[src/rtl/dram_seq_pkg.sv]
package dram_seq_pkg;

  typedef enum logic [1:0] {
    MAP_SMALL = 2'd0,
    MAP_LARGE = 2'd1,
    MAP_PAIR  = 2'd2
  } map_e;

  function automatic map_e decode_sel(input logic [1:0] sel);
    case (sel)
      2'b01:   return MAP_LARGE;
      2'b11:   return MAP_PAIR;
      default: return MAP_SMALL;
    endcase
  endfunction

endpackage

[src/rtl/dram_addr_map.sv]
module dram_addr_map
  import dram_seq_pkg::*;
#(
  parameter int A_W = 10
) (
  input  map_e             mode,
  input  logic [2*A_W-1:0] lin_addr,
  output logic [A_W-1:0]   row,
  output logic [A_W-1:0]   col,
  output logic             bank
);
  localparam int S_W = A_W - 1;

  always_comb begin
    row  = {1'b0, lin_addr[2*S_W-1:S_W]};
    col  = {1'b0, lin_addr[S_W-1:0]};
    bank = 1'b0;
    case (mode)
      MAP_LARGE: begin
        row = lin_addr[2*A_W-1:A_W];
        col = lin_addr[A_W-1:0];
      end
      MAP_PAIR: bank = lin_addr[2*S_W];
      default: ;
    endcase
  end

  always_comb begin
    if (mode != MAP_LARGE)
      assert_small_msb_R10: assert (row[A_W-1] == 1'b0 && col[A_W-1] == 1'b0);
    if (mode != MAP_PAIR)
      assert_single_bank_R11: assert (bank == 1'b0);
  end

endmodule

[src/rtl/dram_cycle_timer.sv]
module dram_cycle_timer #(
  parameter int CYC_LEN = 10,
  localparam int C_W = $clog2(CYC_LEN)
) (
  input  logic           clk,
  input  logic           rst,
  input  logic           start,
  output logic           busy,
  output logic [C_W-1:0] cnt,
  output logic           nxt_busy,
  output logic [C_W-1:0] nxt_cnt
);
  localparam logic [C_W-1:0] LAST_C = C_W'(CYC_LEN - 1);

  always_comb begin
    if (!busy) begin
      nxt_busy = start;
      nxt_cnt  = '0;
    end else if (cnt == LAST_C) begin
      nxt_busy = 1'b0;
      nxt_cnt  = '0;
    end else begin
      nxt_busy = 1'b1;
      nxt_cnt  = cnt + 1'b1;
    end
  end

  always_ff @(posedge clk) begin
    if (rst) begin
      busy <= 1'b0;
      cnt  <= '0;
    end else begin
      busy <= nxt_busy;
      cnt  <= nxt_cnt;
    end
  end

  assert_cnt_bound_R3: assert property (@(posedge clk) disable iff (rst)
    busy |-> cnt <= LAST_C);
  assert_cnt_step_R3: assert property (@(posedge clk) disable iff (rst)
    (busy && cnt != LAST_C) |=> (busy && cnt == $past(cnt) + 1'b1));
  assert_cycle_end_R2: assert property (@(posedge clk) disable iff (rst)
    (busy && cnt == LAST_C) |=> !busy);

endmodule

[src/rtl/dram_seq.sv]
module dram_seq
  import dram_seq_pkg::*;
#(
  parameter int A_W      = 10,
  parameter int D_W      = 4,
  parameter int CYC_LEN  = 10,
  parameter int RAS_CLKS = 6,
  parameter int CAS_AT   = 4,
  parameter int CAS_END  = 8,
  parameter int COL_AT   = 2
) (
  input  logic             clk,
  input  logic             rst,
  input  logic [1:0]       cfg_sel,
  input  logic             req,
  input  logic             req_we,
  input  logic [2*A_W-1:0] req_addr,
  input  logic [D_W-1:0]   req_wdata,
  output logic             req_ready,
  output logic             ack,
  output logic             rd_valid,
  output logic [D_W-1:0]   rd_data,
  output logic [A_W-1:0]   dram_a,
  output logic             dram_ras_n,
  output logic             dram_cas0_n,
  output logic             dram_cas1_n,
  output logic             dram_we_n,
  output logic [D_W-1:0]   dram_dq_out,
  output logic             dram_dq_oe,
  input  logic [D_W-1:0]   dram_dq_in
);
  localparam int C_W = $clog2(CYC_LEN);
  localparam logic [C_W-1:0] LAST_C = C_W'(CYC_LEN - 1);
  localparam logic [C_W-1:0] RAS_C  = C_W'(RAS_CLKS);
  localparam logic [C_W-1:0] CASA_C = C_W'(CAS_AT);
  localparam logic [C_W-1:0] CASE_C = C_W'(CAS_END);
  localparam logic [C_W-1:0] CAPT_C = C_W'(CAS_END - 1);
  localparam logic [C_W-1:0] COL_C  = C_W'(COL_AT);

  logic           busy, nxt_busy, start;
  logic [C_W-1:0] cnt, nxt_cnt;
  logic [A_W-1:0] dec_row, dec_col, col_q;
  logic           dec_bank, bank_q, we_q;
  logic           cas_win, wr_win, bank_eff, last_nxt;

  assign req_ready = !busy;
  assign start     = req && !busy;

  dram_cycle_timer #(.CYC_LEN(CYC_LEN)) u_timer (
    .clk(clk), .rst(rst), .start(start),
    .busy(busy), .cnt(cnt), .nxt_busy(nxt_busy), .nxt_cnt(nxt_cnt)
  );

  dram_addr_map #(.A_W(A_W)) u_map (
    .mode(decode_sel(cfg_sel)), .lin_addr(req_addr),
    .row(dec_row), .col(dec_col), .bank(dec_bank)
  );

  always_comb begin
    bank_eff = start ? dec_bank : bank_q;
    cas_win  = nxt_busy && nxt_cnt >= CASA_C && nxt_cnt < CASE_C;
    wr_win   = nxt_busy && nxt_cnt < CASE_C && (start ? req_we : we_q);
    last_nxt = nxt_busy && nxt_cnt == LAST_C;
  end

  always_ff @(posedge clk) begin
    if (rst) begin
      col_q       <= '0;
      bank_q      <= 1'b0;
      we_q        <= 1'b0;
      dram_a      <= '0;
      dram_ras_n  <= 1'b1;
      dram_cas0_n <= 1'b1;
      dram_cas1_n <= 1'b1;
      dram_we_n   <= 1'b1;
      dram_dq_oe  <= 1'b0;
      dram_dq_out <= '0;
      ack         <= 1'b0;
      rd_valid    <= 1'b0;
      rd_data     <= '0;
    end else begin
      if (start) begin
        col_q       <= dec_col;
        bank_q      <= dec_bank;
        we_q        <= req_we;
        dram_dq_out <= req_wdata;
        dram_a      <= dec_row;
      end else if (busy && nxt_busy && nxt_cnt == COL_C) begin
        dram_a <= col_q;
      end
      dram_ras_n  <= !(nxt_busy && nxt_cnt < RAS_C);
      dram_cas0_n <= !(cas_win && !bank_eff);
      dram_cas1_n <= !(cas_win && bank_eff);
      dram_we_n   <= !wr_win;
      dram_dq_oe  <= wr_win;
      if (busy && cnt == CAPT_C && !we_q) rd_data <= dram_dq_in;
      ack      <= last_nxt;
      rd_valid <= last_nxt && !(start ? req_we : we_q);
    end
  end

  assert_busy_after_take_R2: assert property (@(posedge clk) disable iff (rst)
    (req && req_ready) |=> !req_ready);
  assert_cas_one_line_R4: assert property (@(posedge clk) disable iff (rst)
    !(!dram_cas0_n && !dram_cas1_n));
  assert_cas_under_ras_R4: assert property (@(posedge clk) disable iff (rst)
    ($fell(dram_cas0_n) || $fell(dram_cas1_n)) |-> !dram_ras_n);
  assert_row_hold_R5: assert property (@(posedge clk) disable iff (rst)
    $fell(dram_ras_n) |=> $stable(dram_a));
  assert_we_with_oe_R6: assert property (@(posedge clk) disable iff (rst)
    dram_dq_oe |-> !dram_we_n);
  assert_rdv_with_ack_R7: assert property (@(posedge clk) disable iff (rst)
    rd_valid |-> ack);
  assert_ack_pulse_R8: assert property (@(posedge clk) disable iff (rst)
    ack |=> !ack);
  assert_col_latched_R12: assert property (@(posedge clk) disable iff (rst)
    (busy && cnt != '0) |-> ($stable(col_q) && $stable(bank_q)));

endmodule

[config.mk]
export PLATFORM = sky130hd
export DESIGN_NAME = dram_seq
export DESIGN_NICKNAME = d
export VERILOG_FILES = /design/src/rtl/dram_seq_pkg.sv /design/src/rtl/dram_addr_map.sv /design/src/rtl/dram_cycle_timer.sv /design/src/rtl/dram_seq.sv
export SDC_FILE = /design/constraint.sdc
export NUM_CORES = 1
export LEC_CHECK = 0
export ABC_AREA = 1
export ABC_CLOCK_PERIOD_IN_PS = 1710
export BUFFER_PORTS_ARGS = -buffer_cell sky130_fd_sc_hd__buf_4
export CORE_ASPECT_RATIO = 1.5
export CORE_MARGIN = 1.5
export CORE_UTILIZATION = 50
export CTS_CLUSTER_DIAMETER = 60
export DETAILED_ROUTE_END_ITERATION = 10
export PLACE_DENSITY = 0.78
export SETUP_SLACK_MARGIN = 0.3
export SKIP_LAST_GASP = 1
export SYNTH_ARGS = -nofsm -noshare
export SYNTH_HDL_FRONTEND = slang
export SYNTH_SLANG_ARGS = --single-unit
[constraint.sdc]
create_clock -name clk -period 1.71 [get_ports clk]
set_clock_uncertainty 0.1 [all_clocks]
set_input_delay 0.342 -clock clk [delete_from_list [all_inputs] [get_ports clk]]
set_output_delay 0.342 -clock clk [all_outputs]
set_load 0.01 [all_outputs]
==> results.json, run 1 <==
{
  "reg2reg_from": "u_timer.cnt[0]",
  "cap_violations": 0,
  "die_area_um2": 4200,
  "drv_slew": 0,
  "status": "complete, no violations",
  "drtIter0Drc": 57,
  "utilization_pct": 76.7,
  "numClockSinks": 42,
  "place_congestion": 0.833,
  "fillers": 283,
  "ys_seq_area_share_pct": 44.1,
  "criticalPathCategory": "register to register",
  "routed_wirelength_um": 5100,
  "root_buffer": "clkbuf_8",
  "diodes": 0,
  "cp_max_fo": 10,
  "max_slew.worst_pin.slew_ns": 0.453,
  "grt-ovfl-total": 0,
  "grt_pass1_wl_um": 7270,
  "insertion_delay_ns": 0.29,
  "worstSetupEndpointType": "register",
  "syn_avg_cell_area_um2": 7.51,
  "grt.total_usage_pct": 23.0,
  "fmax_mhz": 634,
  "tns_ns": 0,
  "vias": 1904,
  "cts_tree": "yes",
  "wire_per_inst_um": 14.0,
  "grt_max_degree": 27,
  "dp_cells": 349,
  "ys_ff_latch": 42,
  "syn-num-nets": 290,
  "yosysWarnings": 0,
  "drc": 0,
  "setup.worst_path.start_class": "register",
  "initial_core_util_pct": 52.3,
  "critPathLaunch": "u_timer.cnt[0]",
  "die_w_um": 53.4,
  "design_power_total_w": 0.00242,
  "grt_antenna_before_repair": 0,
  "dr.pass1.iters": 4,
  "io_pins": 60,
  "layout-drive-gt1-share_pct": 41.7,
  "mostFrequentLayoutCells": "66 x buf_4, 46 x nand2_1, 38 x dfxtp_1",
  "synth.distinct_cells": 26,
  "p_per_area_nw_per_um2": 865,
  "seq_area_um2": 851,
  "clk_pin_slew_worst_paths_ns": 0.08,
  "required_ns": 1.80,
  "netlist_instances": 254,
  "finalCriticalPeriod_ns": 1.58,
  "cts_buffers": 5,
  "h-tree-depth": 2,
  "slew_headroom_pct": 69.7,
  "max-clock-path-buffers": 2,
  "io_buffer_count": 59,
  "finalHoldViolCount": 0,
  "viasPerCell": 5.23,
  "p_leak_nw": 1.34,
  "multiInputGateArea_um2": 1010,
  "syn_to_final_growth_pct": 46.6,
  "final_cells": 364,
  "hold_start": "req_wdata[1]",
  "drtAntennaViolNets": 0,
  "arrival_ns": 1.67,
  "die_height_um": 78.7,
  "final_common_cell": "buf_4",
  "period_share_pct": 92.3,
  "finalSetupViolCount": 0,
  "dp_hpwl_um": 3100,
  "grt_pass1_vias": 1747,
  "nets": 356,
  "rsz0062_at_grt": "yes",
  "syn_area_um2": 1910,
  "ir_worst_vdd_mv": 0.743,
  "core_um2": 3650,
  "row_count": 27,
  "hold_class": "input pin to register"
}
[flip-flops by register name, indices dropped and copies added, names as in the netlist, 4 cells and up]
name         count
dram_dq_out      4
dram_a          10
col_q           10
rd_data          4
u_timer.cnt      4
[power breakdown]
group | internal (W) | switching, W
clock | 0.000623 | 0.000346
combinational | 0.000190 | 0.000208
sequential | 0.00103 | 0.0000278
[stage by stage]
stage / setup WS [ns] / hold WS (ns) / cell area [um^2]
after floorplan: 0.303 / 0.341 / 1910
after global placement: 0.191 / 0.358 / 2400
after detailed placement: 0.160 / 0.367 / 2400
after CTS: 0.181 / 0.167 / 2570
after global routing: 0.0541 / 0.171 / 2800
final: 0.132 / 0.168 / 2800
[what timing repair did]
| action | CTS | global route |
|---|---|---|
| cloned | 0 | 2 |
| resized for setup | 7 | 40 |
| endpoints found under the setup margin | 19 | 22 |
| hold buffers | 0 | 0 |
| setup buffers | 2 | 3 |
| pin swaps | 2 | 6 |
[metal layers]
layer / part of all wire, % / track usage (%)
met5: 0 / 0
met4: 2.5 / 10.8
met3: 4.7 / 3.99
met2: 56 / 40.4
met1: 37 / 25.7
[synthesized netlist by cell type (all sizes together)]
cell,n,area share (%)
inv,35,6.9
nor4,1,1.1
nand3,24,9.4
clkbuf,3,0.66
o21ai,16,4.2
nor3,2,0.79
ha,2,1.3
a21oi,21,5.7
nand4,2,0.66
o211ai,6,2.4
buf,9,3.6
nand2,51,10
dfxtp,42,44
nor2,39,8.6
or2,1,0.33
[critical path, cell delays in order (launching register included)]
cell	delay (ns)
dfxtp_4	0.39
buf_4	0.16
nand4_1	0.17
nand2_2	0.14
nand3_4	0.13
clkbuf_16	0.20
a21oi_2	0.12
nor2_1	0.05
[cell families after synthesis]
family	count (synthesis)	synth area share, %
fa+ha+maj	2	1.31
flops	42	44.1
buf+inv	47	11.1
simple gates	120	31.2
compound gates	43	12.3
[worst paths after layout]
path,to,cells after the start,slack [ns]
worst max-delay path,dram_a[7],7,0.13
worst min-delay path,dram_dq_out[1],3,0.17
worst max register to register,dram_a[7],7,0.13
worst min register to register,col_q[9],2,0.38
[cell type report]
class / count / area share (%)
Multi-Input combinational cell: 165 / 36.0
Inverter: 35 / 4.96
Tap cell: 43 / 1.92
Sequential cell: 42 / 30.4
Clock inverter: 2 / 2.15
Clock buffer: 6 / 2.95
Timing Repair Buffer: 71 / 21.6
(Power assumes the default switching activity.)
==> run 2: changes to the inputs <==
--- a/config.mk
+++ b/config.mk
@@ -14,7 +14,6 @@
 export CTS_CLUSTER_DIAMETER = 60
 export DETAILED_ROUTE_END_ITERATION = 10
 export PLACE_DENSITY = 0.78
-export SETUP_SLACK_MARGIN = 0.3
 export SKIP_LAST_GASP = 1
 export SYNTH_ARGS = -nofsm -noshare
 export SYNTH_HDL_FRONTEND = slang
==> run 2 against run 1 <==
  * Non-clock buffer count decreased by 6
  * Sequential share of layout area increased by 3.2 points
  * Sequential power about the same
  * Critical path depth increased by 2
  * Largest power group unchanged
  * Highest routed layer unchanged
==> results.json, run 2 (same netlist as run 1, synthesis figures left out) <==
{
  "status": "complete, no violations",
  "criticalPathCategory": "register to register",
  "fmax_mhz": 635,
  "die_area_um2": 4200,
  "io_buffer_count": 59,
  "max-clock-path-buffers": 2,
  "setup.worst_path.start_class": "register",
  "use_met1_pct": 24.5,
  "die_w_um": 53.4,
  "top_usage_layer": "met2",
  "root_buffer": "clkbuf_8",
  "core_um2": 3650,
  "diodes": 0,
  "grt-ovfl-total": 0,
  "dpl_worst_slack_ns": 0.123,
  "grt_max_degree": 27,
  "rr_worst_depth": 9,
  "cp-endpoint": "dram_a[8]",
  "hold_class": "input pin to register",
  "finalHoldViolCount": 0,
  "grt_antenna_before_repair": 0,
  "cts_buffers": 5,
  "slew_headroom_pct": 66.7,
  "drtAntennaViolNets": 0,
  "finalCriticalPeriod_ns": 1.57,
  "finalSetupViolCount": 0,
  "tns_ns": 0,
  "grt.total_usage_pct": 22.1,
  "cap_violations": 0,
  "grtUsageMet3_pct": 5.13,
  "insertion_delay_ns": 0.29,
  "cts_tree": "yes",
  "max_slew.worst_pin.slew_ns": 0.499,
  "p_leak_nw": 1.24,
  "viasPerCell": 5.05,
  "layout-drive-gt1-share_pct": 30.2,
  "r2r_end": "dram_a[8]",
  "row_count": 27,
  "rsz0062_at_grt": "no",
  "routed_wirelength_um": 4180,
  "arrival_ns": 1.67,
  "required_ns": 1.80,
  "wire_per_inst_um": 11.7,
  "nets": 350,
  "critPathLaunch": "u_timer.cnt[1]",
  "grt_pass1_vias": 1684,
  "dp_cells": 350,
  "mostFrequentLayoutCells": "63 x buf_4, 49 x nand2_1, 41 x dfxtp_1",
  "final_common_cell": "buf_4",
  "initial_core_util_pct": 52.3,
  "p_per_area_nw_per_um2": 869,
  "cp_max_fo": 20,
  "numClockSinks": 42,
  "cts_setup_buffers": 0,
  "fin_ws_ns": 0.135,
  "drc": 0,
  "worstSetupEndpointType": "register",
  "design_power_total_w": 0.00218,
  "dp_hpwl_um": 3070,
  "final_cells": 358,
  "drv_slew": 0,
  "reg2reg_from": "u_timer.cnt[1]",
  "grt_util_met2_pct": 37.7,
  "h-tree-depth": 2,
  "top_regs": "col_q (10), dram_a (10)",
  "drtIter0Drc": 70,
  "die_height_um": 78.7,
  "r2r_setup_slack_ns": 0.14,
  "place_congestion": 0.805,
  "grt_pass1_wl_um": 6970,
  "syn_to_final_growth_pct": 31.3,
  "io_pins": 60,
  "vias": 1809,
  "period_share_pct": 92.1,
  "clk_pin_slew_worst_paths_ns": 0.09,
  "dr.pass1.iters": 4,
  "ir_worst_vdd_mv": 0.718
}
run 2: layout make-up:
cell class | count | area, um^2
well taps | 43 | 53.8
fillers | 319 | 1140
flip-flops and latches | 42 | 842
inverters | 35 | 131
clock buffers | 6 | 72.6
repair buffers | 65 | 513
clock inverters | 2 | 37.5
multi-input cells | 165 | 855
run 2: how the worst min path moves through the flow:
stage	startpoint	end	slack [ns]	depth (start not counted)
2_1_floorplan	col_q[0]	col_q[0]	0.34	2
3_3_place_gp	col_q[6]	col_q[6]	0.36	2
3_5_place_dp	col_q[0]	col_q[0]	0.36	2
4_1_cts	req_wdata[0]	dram_dq_out[0]	0.16	3
5_1_grt	req_wdata[2]	dram_dq_out[2]	0.19	3
6_report	req_wdata[0]	dram_dq_out[0]	0.17	3
run 2: metrics by stage:
| stage | hold slack [ns] | utilization (%) | area [um^2] |
|---|---|---|---|
| floorplan | 0.341 | - | 1910 |
| global placement | 0.358 | 65.6 | 2390 |
| detailed placement | 0.361 | 65.6 | 2390 |
| CTS | 0.162 | 68.6 | 2500 |
| global route | 0.194 | 68.7 | 2500 |
| finish | 0.167 | 68.7 | 2500 |
run 2: repair_timing:
action / CTS / global route
setup endpoints to repair: 0 / 2
hold buffers: 0 / 0
resized for setup: 0 / 1
run 2: worst max-delay path, cell delays in order (launching register included):
cell	delay [ns]
dfxtp_1	0.38
inv_1	0.06
ha_1	0.18
nand3_2	0.08
nand2_2	0.08
nor2_4	0.11
nand3_2	0.09
buf_12	0.17
a21oi_1	0.16
nor2_1	0.07
run 2: power breakdown:
group | internal, W | total [W] | switching [W]
clock network | 0.000436 | 0.000778 | 0.000342
registers | 0.00103 | 0.00105 | 0.0000234
logic | 0.000169 | 0.000349 | 0.000179
total | 0.00163 | 0.00218 | 0.000545
run 2: layer usage:
layer	part of all wire [%]	up-vias	wire length (um)
li1	-	922	-
met5	0	-	0
met3	4.3	8	181
met4	2.3	0	94
met1	41	839	1700
met2	53	40	2200
